--- src/rtl/pdec_pkg.sv ---
package pdec_pkg;

    // Radix-4 recoded multiplier digit
    typedef enum logic [2:0] {
        BD_ZERO,
        BD_POS1,
        BD_POS2,
        BD_NEG1,
        BD_NEG2
    } booth_dig_e;

    // Per-cycle control word shared by all branches
    typedef struct packed {
        logic take;   // a sample is accepted this cycle
        logic first;  // it is the first sample of a period
        logic last;   // it closes a period
        logic emit;   // the closing period produces an output
    } pdec_step_t;

    function automatic booth_dig_e booth_recode(input logic [2:0] trip);
        booth_dig_e d;
        case (trip)
            3'b001, 3'b010: d = BD_POS1;
            3'b011:         d = BD_POS2;
            3'b100:         d = BD_NEG2;
            3'b101, 3'b110: d = BD_NEG1;
            default:        d = BD_ZERO;
        endcase
        return d;
    endfunction

    // Tap count rounded up to a whole number of periods
    function automatic int padded_len(input int ntaps, input int decim);
        return ((ntaps + decim - 1) / decim) * decim;
    endfunction

    // Symmetric triangular default set
    function automatic int default_coef(input int k, input int ntaps);
        int m;
        m = (k < ntaps - 1 - k) ? k : ntaps - 1 - k;
        return 8 * (m + 1);
    endfunction

endpackage

--- src/rtl/pdec_booth_mul.sv ---
module pdec_booth_mul
    import pdec_pkg::*;
#(
    parameter int A_W = 8,
    parameter int B_W = 8
) (
    input  logic signed [A_W-1:0]     a,
    input  logic signed [B_W-1:0]     b,
    output logic signed [A_W+B_W-1:0] p
);
    localparam int ND   = (B_W + 1) / 2;
    localparam int BX_W = 2 * ND + 1;
    localparam int P_W  = A_W + B_W;

    logic signed [B_W:0]    b_sh;
    logic signed [BX_W-1:0] bx;
    logic signed [P_W-1:0]  a_ext;
    logic signed [P_W-1:0]  pp [ND];

    assign b_sh  = {b, 1'b0};
    assign bx    = BX_W'(b_sh);
    assign a_ext = P_W'(a);

    for (genvar gd = 0; gd < ND; gd++) begin : g_digit
        booth_dig_e           dg;
        logic signed [P_W-1:0] pp_g;

        assign dg = booth_recode(bx[2*gd+2 -: 3]);

        always_comb begin
            case (dg)
                BD_POS1: pp_g = a_ext;
                BD_POS2: pp_g = a_ext <<< 1;
                BD_NEG1: pp_g = -a_ext;
                BD_NEG2: pp_g = -(a_ext <<< 1);
                default: pp_g = '0;
            endcase
        end

        assign pp[gd] = pp_g <<< (2 * gd);
    end

    always_comb begin
        logic signed [P_W-1:0] sum;
        sum = '0;
        for (int d = 0; d < ND; d++) begin
            sum = sum + pp[d];
        end
        p = sum;
    end

endmodule

--- src/rtl/pdec_coef_bank.sv ---
module pdec_coef_bank
    import pdec_pkg::*;
#(
    parameter int COEF_W = 8,
    parameter int NTAPS  = 9,
    parameter int DECIM  = 3,
    parameter int NBR    = 3,
    parameter int ADDR_W = 4,
    parameter int PH_W   = 2
) (
    input  logic                     clk,
    input  logic                     rst,
    input  logic                     we,
    input  logic [ADDR_W-1:0]        addr,
    input  logic signed [COEF_W-1:0] wdata,
    input  logic [PH_W-1:0]          phase,
    output logic signed [COEF_W-1:0] br_coef [NBR]
);
    logic [NTAPS-1:0][COEF_W-1:0] taps;

    always_ff @(posedge clk) begin
        for (int k = 0; k < NTAPS; k++) begin
            if (rst) begin
                taps[k] <= COEF_W'(default_coef(k, NTAPS));
            end else if (we && addr == ADDR_W'(k)) begin
                taps[k] <= wdata;
            end
        end
    end

    // Branch j at phase p reads tap DECIM*j + (DECIM-1-p); indices past NTAPS read as zero
    for (genvar j = 0; j < NBR; j++) begin : g_sel
        always_comb begin
            int idx;
            logic [COEF_W-1:0] sel;
            idx = -1;
            for (int p = 0; p < DECIM; p++) begin
                if (phase == PH_W'(p)) begin
                    idx = DECIM * j + (DECIM - 1 - p);
                end
            end
            sel = '0;
            for (int k = 0; k < NTAPS; k++) begin
                if (k == idx) begin
                    sel = taps[k];
                end
            end
            br_coef[j] = sel;
        end
    end


    bad_addr_ignored_chk: assert property (@(posedge clk) disable iff (rst)
        (we && addr >= ADDR_W'(NTAPS)) |=> $stable(taps));

endmodule

--- src/rtl/pdec_branch.sv ---
module pdec_branch
    import pdec_pkg::*;
#(
    parameter int DATA_W = 8,
    parameter int COEF_W = 8,
    parameter int ACC_W  = 20
) (
    input  logic                     clk,
    input  logic                     rst,
    input  pdec_step_t               step,
    input  logic signed [DATA_W-1:0] x,
    input  logic signed [COEF_W-1:0] coef,
    output logic signed [ACC_W-1:0]  tot
);
    localparam int PROD_W = DATA_W + COEF_W;

    logic signed [PROD_W-1:0] prod;
    logic signed [ACC_W-1:0]  prod_ext;
    logic signed [ACC_W-1:0]  acc_q;

    pdec_booth_mul #(
        .A_W (COEF_W),
        .B_W (DATA_W)
    ) u_mul (
        .a (coef),
        .b (x),
        .p (prod)
    );

    assign prod_ext = ACC_W'(prod);
    assign tot      = (step.first ? '0 : acc_q) + prod_ext;

    always_ff @(posedge clk) begin
        if (rst) begin
            acc_q <= '0;
        end else if (step.take) begin
            acc_q <= tot;
        end
    end


    exact_product_chk: assert property (@(posedge clk) disable iff (rst)
        step.take |-> (prod == PROD_W'(x * coef)));


    acc_hold_chk: assert property (@(posedge clk) disable iff (rst)
        !step.take |=> $stable(acc_q));

endmodule

--- src/rtl/poly_decim3_fir.sv ---
module poly_decim3_fir
    import pdec_pkg::*;
#(
    parameter int DATA_W = 8,
    parameter int COEF_W = 8,
    parameter int ACC_W  = 20,
    parameter int NTAPS  = 9,
    parameter int DECIM  = 3,
    localparam int NPAD   = padded_len(NTAPS, DECIM),
    localparam int ADDR_W = $clog2(NPAD)
) (
    input  logic                     clk,
    input  logic                     rst,
    input  logic                     in_valid,
    input  logic signed [DATA_W-1:0] in_sample,
    input  logic                     cw_en,
    input  logic [ADDR_W-1:0]        cw_addr,
    input  logic signed [COEF_W-1:0] cw_data,
    output logic                     out_valid,
    output logic signed [ACC_W-1:0]  out_data
);
    localparam int NBR    = NPAD / DECIM;
    localparam int PH_W   = $clog2(DECIM);
    localparam int FILL_W = $clog2(NBR) + 1;

    logic [PH_W-1:0]          ph;
    logic [FILL_W-1:0]        fill;
    pdec_step_t               step;
    logic signed [COEF_W-1:0] br_coef [NBR];
    logic signed [ACC_W-1:0]  tot     [NBR];
    logic signed [ACC_W-1:0]  chain   [NBR+1];
    logic                     ov_q;

    always_comb begin
        step.take  = in_valid;
        step.first = in_valid && (ph == '0);
        step.last  = in_valid && (ph == PH_W'(DECIM - 1));
        step.emit  = step.last && (fill == FILL_W'(NBR - 1));
    end

    // Phase within the decimation period
    always_ff @(posedge clk) begin
        if (rst) begin
            ph <= '0;
        end else if (step.take) begin
            ph <= step.last ? '0 : ph + 1'b1;
        end
    end

    // Count of closed periods until the chain holds only valid data
    always_ff @(posedge clk) begin
        if (rst) begin
            fill <= '0;
        end else if (step.last && fill != FILL_W'(NBR - 1)) begin
            fill <= fill + 1'b1;
        end
    end

    pdec_coef_bank #(
        .COEF_W (COEF_W),
        .NTAPS  (NTAPS),
        .DECIM  (DECIM),
        .NBR    (NBR),
        .ADDR_W (ADDR_W),
        .PH_W   (PH_W)
    ) u_bank (
        .clk     (clk),
        .rst     (rst),
        .we      (cw_en),
        .addr    (cw_addr),
        .wdata   (cw_data),
        .phase   (ph),
        .br_coef (br_coef)
    );

    for (genvar j = 0; j < NBR; j++) begin : g_branch
        pdec_branch #(
            .DATA_W (DATA_W),
            .COEF_W (COEF_W),
            .ACC_W  (ACC_W)
        ) u_br (
            .clk  (clk),
            .rst  (rst),
            .step (step),
            .x    (in_sample),
            .coef (br_coef[j]),
            .tot  (tot[j])
        );
    end

    // Transposed chain: chain[j] collects branches j..NBR-1 from successive periods.
    // chain[NBR] stays zero; chain[0] is the output register, written only on emit.
    always_ff @(posedge clk) begin
        if (rst) begin
            for (int j = 0; j <= NBR; j++) begin
                chain[j] <= '0;
            end
            ov_q <= 1'b0;
        end else begin
            ov_q <= step.emit;
            if (step.last) begin
                for (int j = 0; j < NBR; j++) begin
                    if (j > 0 || step.emit) begin
                        chain[j] <= tot[j] + chain[j+1];
                    end
                end
            end
        end
    end

    assign out_valid = ov_q;
    assign out_data  = chain[0];


    reset_quiet_chk: assert property (@(posedge clk) disable iff (rst)
        $past(rst) |-> (!out_valid && out_data == '0));


    strobe_source_chk: assert property (@(posedge clk) disable iff (rst)
        out_valid |-> ($past(in_valid) && $past(ph) == PH_W'(DECIM - 1)));


    single_pulse_chk: assert property (@(posedge clk) disable iff (rst)
        out_valid |=> !out_valid);


    phase_hold_chk: assert property (@(posedge clk) disable iff (rst)
        !in_valid |=> $stable(ph));


    out_hold_chk: assert property (@(posedge clk) disable iff (rst)
        (!out_valid && !$past(rst)) |-> $stable(out_data));

endmodule

--- config.mk ---
export PLATFORM = sky130hd
export DESIGN_NAME = poly_decim3_fir
export DESIGN_NICKNAME = d
export VERILOG_FILES = /design/src/rtl/pdec_pkg.sv /design/src/rtl/pdec_booth_mul.sv /design/src/rtl/pdec_coef_bank.sv /design/src/rtl/pdec_branch.sv /design/src/rtl/poly_decim3_fir.sv
export SDC_FILE = /design/constraint.sdc
export NUM_CORES = 1
export LEC_CHECK = 0
export BUFFER_PORTS_ARGS = -buffer_cell sky130_fd_sc_hd__buf_4
export CORE_MARGIN = 4
export CORE_UTILIZATION = 51
export CTS_CLUSTER_DIAMETER = 120
export DETAILED_ROUTE_END_ITERATION = 6
export HOLD_SLACK_MARGIN = 0.02
export PLACE_DENSITY = 0.7
export SYNTH_ARGS = -nofsm -noshare
export SYNTH_HDL_FRONTEND = slang
export SYNTH_HIERARCHICAL = 1
export SYNTH_SLANG_ARGS = --single-unit
--- constraint.sdc ---
create_clock -name clk -period 8.9 [get_ports clk]
set_input_delay 1.78 -clock clk [delete_from_list [all_inputs] [get_ports clk]]
set_output_delay 1.78 -clock clk [all_outputs]
set_load 0.05 [all_outputs]
==> Word-level counts from Yosys, hierarchy flattened <==
Memory sizes are Yosys's and may differ from the RTL's.
Index checks and enable logic that the tools add are counted.
{ "op_classes": {"addsub": 23, "n_eq_ne": 73, "muxes": 68, "n_bitwise": 3, "reduce_logical": 24} }
{ "ops": {"columns": ["operator", "n"], "rows": [
  ["4-bit by 32-bit == test with 1-bit output (first input constant)", 12],
  ["32-bit 2-to-1 mux", 9],
  ["8-bit 2-to-1 mux", 27],
  ["3-bit by 32-bit == test with 1-bit output (first input constant)", 6],
  ["16-bit case mux with 4 select lines", 3],
  ["14-bit case mux with 4 select lines", 3],
  ["16-bit adder", 9],
  ["12-bit case mux with 4 select lines", 3],
  ["20-bit adder", 6],
  ["20-bit 2-to-1 mux", 6],
  ["10-bit case mux with 4 select lines", 3],
  ["2-bit by 32-bit == test with 1-bit output (first input constant)", 3],
  ["5-bit by 32-bit == test with 1-bit output (first input constant)", 3],
  ["32-bit zero test", 3],
  ["8-bit negation with 16-bit output", 3],
  ["9-bit negation with 16-bit output", 3],
  ["3-bit by 2-bit == test with 1-bit output (second input constant)", 15],
  ["3-bit == test (second input constant)", 13],
  ["3-bit case mux with 4 select lines", 3],
  ["3-bit by 1-bit == test with 1-bit output (second input constant)", 7],
  ["4-bit by 3-bit == test with 1-bit output (second input constant)", 4],
  ["1-bit logical AND", 13],
  ["2-bit OR reduction", 6],
  ["1-bit 2-to-1 mux", 9],
  ["other kinds (13)", 19]
]} }
{ "totals": {"register_bits": 138, "mem_bits_rw": 80, "input_bits": 24, "output_inout_bits": 21, "wordCells": 207, "mem_count": 1} }
{ "memory_table": {"columns": ["name", "depth", "word_bits", "rd", "rd_clocked_by_memory_dff", "write_ports", "line_no", "source"], "rows": [
  ["chain", 4, 20, 4, 0, 4, "poly_decim3_fir.sv:31", "logic signed [ACC_W-1:0] chain [NBR+1];"]
]} }

==> Longest topological paths before layout <==
Gate-level depths: netlist of run 1.
{ "depth": {"word_depth": 22, "mapped_depth": 43, "depth_no_buf": 37} }

==> By module <==
The synthesis of run 1 kept the hierarchy.
{ "modules_own_cells": {"columns": ["module", "n_inst", "cells_each", "area_each_um2", "seq_area_each_um2"], "rows": [
  ["poly_decim3_fir", 1, 467, 4611.9, 1921.8],
  ["pdec_branch at g_branch[0].u_br ...", 2, 268, 2042.0, 400.4],
  ["pdec_coef_bank", 1, 527, 4027.6, 1441.4],
  ["pdec_booth_mul at g_branch[1].u_br.u_mul", 1, 395, 2728.9, 0.0],
  ["pdec_booth_mul at g_branch[0].u_br.u_mul", 1, 395, 2640.0, 0.0],
  ["pdec_booth_mul at g_branch[2].u_br.u_mul", 1, 399, 2623.8, 0.0],
  ["pdec_branch at g_branch[2].u_br", 1, 218, 1819.2, 400.4]
]} }

==> Least setup slack after synthesis of run 1 <==
OpenSTA, ideal clock, no wires.
{ "synth_path": {"path_type": "reg2reg", "startpoint": "reg ph[0]", "endpoint": "mem chain[0][18], data pin", "setup_time_ps": 278, "arrival_time_ps": 8419, "required_time_ps": 8622, "path_slack_ps": 203, "path_stages_with_launch": 37, "n_path_buf": 5, "period_less_slack_ps": 8697, "cell_sequence": "dfxtp_1 inv_1 ha_1 clkbuf_1 clkbuf_1 o21ai_0 or4_1 or4_1 buf_6 ha_1 clkbuf_1 nor2_1 a31oi_1 o21ai_0 fa_1 inv_1 fa_1 inv_1 ha_1 a21oi_1 nor2b_1 o21ai_0 nor2b_1 xnor2_1 ha_1 clkbuf_1 nand2_1 or4_4 a21oi_1 o21a_1 nor2_1 ha_1 nand4_1 or3_1 o21ai_1 mux2i_1 o311ai_0"} }
{ "synth_lines": {"columns": ["element", "line_no", "source"], "rows": [
  ["start: declaration", "poly_decim3_fir.sv:26", "logic [PH_W-1:0] ph;"],
  ["start signal: assignment", "poly_decim3_fir.sv:46", "ph <= step.last ? '0 : ph + 1'b1;"],
  ["end: declaration", "poly_decim3_fir.sv:31", null]
]} }

==> out/qor.txt, run 1 <==
most area-hungry cell type in the Yosys netlist: sky130_fd_sc_hd__dfxtp_1
area share of the largest cell type after synthesis: 12.3%
root buffer cell: sky130_fd_sc_hd__clkbuf_16
critical path startpoint category: register
Die Footprint: 0.0476 mm²
floorplan core area: 0.0434 mm²
number of top-level pins: 45
drt via density: 6.19
clock period minus final worst setup slack: 8.56 ns
Worst path most repeated cell: sky130_fd_sc_hd__inv_1
number of buffers on the longest clock path: 2
hold path start: g_branch[2].u_br/acc_q[18]$_SDFFE_PP0P_
Worst path max stage delay: 0.56 ns
count of unresolved DRC violations after routing: 0
number of synthesis warnings: 6
final standard cell utilization of the core: 55.9%
Critical Path RT: 9.15 ns
count of final hold-check violations: 0
ratio of final minimum period to clock period: 96.1%
Switch Pwr: 4660 µW
hold buffers post-CTS: 0
via total after detailed routing: 21500
routed wire length per instance: 19.1 µm
cell area after layout: 0.0243 mm²
minimum hold slack: 0.478 ns
nature of the critical path endpoint: register
combinational fraction of design power: 79.2%
number of fill cells in the layout: 4091
most repeated cell in the gate-level netlist after synthesis: sky130_fd_sc_hd__nand2_1
port bufs: 44
worst voltage drop across the vdd grid: 0.000251 V
FF-to-FF End: chain[0][39]$_SDFFCE_PN0P_
Initial Util: 52.0%
die height: 218 µm
cell internal power dissipation: 4300 µW
Worst-Margin Slew: 1.31 ns
number of antenna repair diodes: 0
number of placement rows: 76
Most used DFF post-synth: sky130_fd_sc_hd__dfxtp_1
worst-case reg-to-reg path depth: 35
final setup margin: 0.343 ns
maximum number of pins on one net before global-route repair: 86
Power Density: 369 mW/mm²
headroom to the max-slew limit: 12.2%
critical path fanouts, max: 10
cell with the largest stage delay on the worst path: sky130_fd_sc_hd__or4_1
Net Count, Synth: 3188
detailed placer's ending HPWL: 49.4 mm
pre-CTS setup slack: 0.0267 ns
horizontal die dimension: 218 µm
Total Routing Usage GR: 27.5%
slack of the worst reg-to-reg path: 0.34 ns
source-to-sink clock delay at the later pin of the worst-skew pair: 0.50 ns
clock network power share: 8.7%
cell area after synthesis: 0.0225 mm²
number of nets still failing antenna checks after routing: 0
Synth Register Bits: 198
Hold Path Sink: g_branch[2].u_br/acc_q[18]$_SDFFE_PP0P_
GRT Residual Overflow: 0
share of total power consumed by net switching: 52.0%
weighted congestion at the end of routability-driven global placement: 1.01
class of the worst hold path: reg -> reg
first-pass GRT wire length: 107 mm
number of cells on the worst hold path: 1
Inserted Clock Buffers: 17
count of different cell masters after synthesis: 103
highest clock rate: 0.117 GHz
initial drt markers: 2153
number of search-and-repair iterations in the first detailed-routing pass: 6
outcome: finished, final reports clean
proportion of register bits with asynchronous set or reset after synthesis: 0%
Maximum Capacitance Violations: 0
startpoint-to-endpoint class of the critical path: reg -> reg
Avg Synthesized Cell Area: 7.67 µm²
leakage power total: 0.0104 µW
critical register-to-register path startpoint: ph[0]$_SDFFE_PP0P_
vias in the first global route: 20400
Clock Skews: 0.0149 ns
synthesized instance count: 2937
ranking of synthesized cells by area: sky130_fd_sc_hd__dfxtp_1, sky130_fd_sc_hd__ha_1, sky130_fd_sc_hd__edfxtp_1, sky130_fd_sc_hd__fa_1, sky130_fd_sc_hd__a21oi_1
Layout area overhead: 7.64%
sequential element share of the synthesized area: 20.3%
final slew viol count: 0
clock-pin transition on the worst setup and hold timing paths: 0.08 ns
layout net count: 3128
list of most frequent post-synthesis cells: sky130_fd_sc_hd__nand2_1, sky130_fd_sc_hd__a21oi_1, sky130_fd_sc_hd__nor2_1
sequential cell fraction of total power: 12.0%
CTS tree: yes
drt total wl: 66.3 mm
setup-violating endpoint count in the final report: 0
total placed instance area: 0.0234 mm²
H-Tree Level Count: 4
Sinks on Clock Net: 198
layout cells sized above 1: 9.93%
initial antenna violation count: 0
number of flops mapped to enable cells by yosys: 60
arrival time reported for the critical path endpoint: 8.81 ns
final instance count without filler cells: 3475
Placed Instances: 3438
-- final cells by class --
| type | instances | area, µm² | share of cell area (%) |
|---|---|---|---|
| Clock inverter | 13 | 140 | 0.578 |
| Tap cell | 585 | 732 | 3.02 |
| Sequential cell | 198 | 4560 | 18.8 |
| Timing Repair Buffer | 146 | 1130 | 4.67 |
| Multi-Input combinational cell | 2353 | 16600 | 68.6 |
| Inverter | 161 | 604 | 2.49 |
| Clock buffer | 19 | 443 | 1.83 |
-- cell families after synthesis --
kind of cell             after synthesis  synth area share (%)
AO/OA/AOI/OAI                        887                  25.4
XOR/XNOR                             163                  6.65
adder cells (fa/ha/maj)              227                  14.9
buffers and inverters                386                  7.17
flip-flops                           198                  20.3
multiplexers                          67                  2.98
AND/OR/NAND/NOR                     1009                  22.7
-- stage by stage --
| stage | total power (µW) | setup TNS (ns) |
|---|---|---|
| floorplan | 6290 | 0 |
| global placement | 7760 | 0 |
| detailed placement | 7820 | 0 |
| CTS | 8650 | 0 |
| global route | 9780 | -0.0512 |
| finish | 8960 | 0 |
-- registers in the layout, summed over array words and instances, names as in the netlist --
register / count
g_branch.u_br/acc_q: 60
chain: 60
ph: 2
fill: 3
u_bank/taps: 72
out_valid: 1
-- metal layers --
layer	vias up	wire (µm)	GRT usage, %
li1	10400	-	-
met1	10200	29200	37.1
met2	831	30300	44.6
met3	131	4670	4.48
met4	0	2120	9.86
met5	-	0	0
-- worst max-delay path: cells and delay by family, from the launching register on --
family	cells	cell delay (ns)
flip-flops	1	0.38
multiplexers	2	0.29
AND/OR/NAND/NOR	7	1.99
XOR/XNOR	3	0.73
AO/OA/AOI/OAI	11	2.03
buffers and inverters	5	0.53
adder cells (fa/ha/maj)	7	2.38
-- power by group through the flow --
stage               sequential (µW)  clock (µW)  combinational [µW]
floorplan                      1080           0                5210
global placement               1090           0                6660
detailed placement             1100           0                6730
CTS                            1080         803                6770
global route                   1090         835                7850
finish                         1080         783                7100
-- worst max path at each step --
stage | endpoint | from | slack (ns)
after floorplan | chain[0][18]$_SDFFCE_PN0P_ | ph[0]$_SDFFE_PP0P_ | 0.20
after global placement | chain[0][19]$_SDFFCE_PN0P_ | ph[1]$_SDFFE_PP0P_ | 0.09
final | chain[0][39]$_SDFFCE_PN0P_ | ph[0]$_SDFFE_PP0P_ | 0.34
after global routing | chain[0][39]$_SDFFCE_PN0P_ | ph[0]$_SDFFE_PP0P_ | -0.02
after CTS | chain[0][19]$_SDFFCE_PN0P_ | ph[1]$_SDFFE_PP0P_ | 0.02
after detailed placement | chain[0][39]$_SDFFCE_PN0P_ | ph[1]$_SDFFE_PP0P_ | 0.03
-- layout by cell type, fill, tap and decap left out, types with 42 or more instances in the layout --
cell                         n
sky130_fd_sc_hd__nor3_1     61
sky130_fd_sc_hd__buf_4     143
sky130_fd_sc_hd__nor2b_1    93
sky130_fd_sc_hd__fa_1       68
sky130_fd_sc_hd__inv_1     157
sky130_fd_sc_hd__xor2_1     60
sky130_fd_sc_hd__ha_1      143
sky130_fd_sc_hd__dfxtp_1   138
sky130_fd_sc_hd__a21oi_1   227
sky130_fd_sc_hd__and2_1     65
sky130_fd_sc_hd__nand2_1   254
sky130_fd_sc_hd__a221oi_1   42
sky130_fd_sc_hd__nor2_1    219
sky130_fd_sc_hd__edfxtp_1   60
sky130_fd_sc_hd__xnor2_1    89
sky130_fd_sc_hd__o21ai_0   212
sky130_fd_sc_hd__nand3_1   108
sky130_fd_sc_hd__a21o_1     77
sky130_fd_sc_hd__mux2i_1    66
-- timing repair --
item                                   CTS  global route
endpoints found under the hold margin    0             0
pin swaps                                0             6
gates resized for setup                  1            62
setup endpoints to repair                1            16
setup buffers                            0             5
Power figures use the tool's default switching activity.
==> run 2: changes to the inputs <==
--- a/config.mk
+++ b/config.mk
@@ -7,11 +7,11 @@
 export LEC_CHECK = 0
 export BUFFER_PORTS_ARGS = -buffer_cell sky130_fd_sc_hd__buf_4
 export CORE_MARGIN = 4
-export CORE_UTILIZATION = 51
+export CORE_UTILIZATION = 55
 export CTS_CLUSTER_DIAMETER = 120
 export DETAILED_ROUTE_END_ITERATION = 6
 export HOLD_SLACK_MARGIN = 0.02
-export PLACE_DENSITY = 0.7
+export PLACE_DENSITY = 0.74
 export SYNTH_ARGS = -nofsm -noshare
 export SYNTH_HDL_FRONTEND = slang
 export SYNTH_HIERARCHICAL = 1
==> out/qor.txt, run 2 (same netlist as run 1, synthesis figures left out) <==
floorplan core area: 0.0401 mm² (-7.5%)
arrival time reported for the critical path endpoint: 8.82 ns (about the same)
Die Footprint: 0.0443 mm² (-7.0%)
Initial Util: 56.2% (+4.2 points)
FF-to-FF End: chain[0][19]$_SDFFCE_PN0P_
Layout area overhead: 8.69%
Inserted Clock Buffers: 17 (unchanged)
die height: 210 µm (-3.6%)
port bufs: 44 (unchanged)
ratio of final minimum period to clock period: 96.3% (+0.14 points)
CTS tree: yes
number of cells on the worst hold path: 1 (unchanged)
hold buffers post-CTS: 0 (unchanged)
critical register-to-register path startpoint: ph[0]$_SDFFE_PP0P_
violations in the final reports: DRC
GRT Residual Overflow: 0 (unchanged)
Sinks on Clock Net: 198 (unchanged)
class of the worst hold path: reg -> reg
Worst-Margin Slew: 1.29 ns (-0.0232 ns)
commonest non-fill, non-tap cells in the layout: sky130_fd_sc_hd__nand2_1, sky130_fd_sc_hd__a21oi_1, sky130_fd_sc_hd__nor2_1
setup-violating endpoint count in the final report: 0 (unchanged)
layout net count: 3131 (+0.096%)
via total after detailed routing: 21900 (+1.9%)
most frequent standard cell in the layout excluding fill and tap cells: sky130_fd_sc_hd__nand2_1
weighted congestion at the end of routability-driven global placement: 0.986 (-2.8%)
final standard cell utilization of the core: 61.1% (+5.1 points)
maximum number of pins on one net before global-route repair: 97 (+13%)
slack of the worst reg-to-reg path: 0.33 ns (about the same)
initial antenna violation count: 1 (+1)
number of top-level pins: 45 (unchanged)
Maximum Capacitance Violations: 0 (unchanged)
Critical Path RT: 9.15 ns (about the same)
Power Density: 386 mW/mm² (+4.5%)
detailed placer's ending HPWL: 48.9 mm (-0.97%)
launch point of the worst path: ph[0]$_SDFFE_PP0P_
clock period minus final worst setup slack: 8.57 ns (+0.0124 ns)
clock-pin transition on the worst setup and hold timing paths: 0.08 ns (about the same)
Hold Path Sink: u_bank/taps[51]$_SDFFE_PP1P_
outcome: finished with violations
nature of the critical path endpoint: register
Total Routing Usage GR: 29.3% (+1.9 points)
worst voltage drop across the vdd grid: 0.000313 V (+25%)
final slew viol count: 0 (unchanged)
worst-case reg-to-reg path depth: 35 (unchanged)
headroom to the max-slew limit: 13.9% (+1.7 points)
cell area after layout: 0.0245 mm² (+0.98%)
layout cells sized above 1: 11.3% (+1.3 points)
initial drt markers: 2266 (+5.2%)
total placed instance area: 0.0232 mm² (-0.48%)
number of search-and-repair iterations in the first detailed-routing pass: 7 (+1)
drt total wl: 67.1 mm (+1.2%)
routed wire length per instance: 19.6 µm (+2.8%)
number of nets still failing antenna checks after routing: 0 (unchanged)
number of buffers on the longest clock path: 2 (unchanged)
H-Tree Level Count: 4 (unchanged)
Total Neg Setup Slack: 0 ns (unchanged)
count of final hold-check violations: 0 (unchanged)
Worst path max stage delay: 0.55 ns (about the same)
largest registers: u_bank/taps: 72 flops, chain: 60 flops, g_branch.u_br/acc_q: 60 flops
drt via density: 6.41 (+3.6%)
first-pass GRT wire length: 107 mm (+0.40%)
number of fill cells in the layout: 3636 (-11%)
root buffer cell: sky130_fd_sc_hd__clkbuf_16
hold path start: u_bank/taps[51]$_SDFFE_PP1P_
Clock Skews: 0.0180 ns (+0.00310 ns)
critical path startpoint category: register
number of placement rows: 73 (-3.9%)
count of unresolved DRC violations after routing: 3 (+3)
Most flops, register: u_bank/taps
source-to-sink clock delay at the later pin of the worst-skew pair: 0.50 ns (about the same)
vias in the first global route: 20700 (+1.5%)
critical path fanouts, max: 25 (+15)
horizontal die dimension: 210 µm (-3.6%)
max FFs per register: 72 (unchanged)
number of antenna repair diodes: 0 (unchanged)
highest clock rate: 0.117 GHz (-0.15%)
startpoint-to-endpoint class of the critical path: reg -> reg
cell with the largest stage delay on the worst path: sky130_fd_sc_hd__or4_1
leakage power total: 0.0105 µW (+0.76%)
run 2: metrics by stage:
stage / hold slack (ns) / instances / setup WS (ns) / total power, µW
2_1_floorplan: 0.434 / 2937 / 0.203 / 6290
3_3_place_gp: 0.449 / 3373 / -0.0275 / 7740
3_5_place_dp: 0.455 / 3373 / -0.203 / 7890
4_1_cts: 0.476 / 3406 / 0.0492 / 8800
5_1_grt: 0.506 / 3418 / -0.0735 / 10200
6_report: 0.471 / 3418 / 0.331 / 9450
run 2: final cells by class:
cell class | count | area [µm²] | area share [%]
repair buffers | 149 | 1180 | 4.82
inverters | 161 | 608 | 2.48
flip-flops and latches | 198 | 4570 | 18.6
well taps | 525 | 657 | 2.68
multi-input cells | 2353 | 16900 | 68.9
clock inverters | 14 | 159 | 0.649
clock buffers | 18 | 450 | 1.84
run 2: how the worst max path moves through the flow:
stage                                       to  slack, ns  cells past startpoint
global route        chain[0][59]$_SDFFCE_PN0P_      -0.07                     37
finish              chain[0][19]$_SDFFCE_PN0P_       0.33                     35
global placement    chain[0][19]$_SDFFCE_PN0P_      -0.03                     35
floorplan           chain[0][18]$_SDFFCE_PN0P_       0.20                     36
CTS                 chain[0][19]$_SDFFCE_PN0P_       0.05                     36
detailed placement  chain[0][19]$_SDFFCE_PN0P_      -0.20                     33
run 2: repair_timing:
| item | CTS | global route |
|---|---|---|
| gates resized for setup | 11 | 102 |
| endpoints found under the setup margin | 2 | 21 |
| gates cloned | 1 | 0 |
| buffers inserted | 0 | 12 |
| pin swaps | 0 | 16 |
run 2: metal layers:
layer  global-route usage [%]  share of wire [%]
met1                     39.4                 43
met2                     48.7                 47
met3                     4.69                6.8
met4                     9.30                2.9
met5                        0              0.019
run 2: critical path: cells and delay by family, from the launching register on:
kind / cells / cell delay, ns
DFF: 1 / 0.39
and+or+nand+nor: 7 / 1.62
buffers and inverters: 6 / 0.78
muxes: 1 / 0.12
xor gates and xnor gates: 2 / 0.59
adders and majority gates: 7 / 2.76
AOI/OAI and AO/OA: 12 / 2.01
run 2: power by group:
part           leakage (µW)  internal, µW  switching [µW]
logic               0.00847          3110            4440
clock network      0.000298           414             405
registers           0.00175          1030            46.2
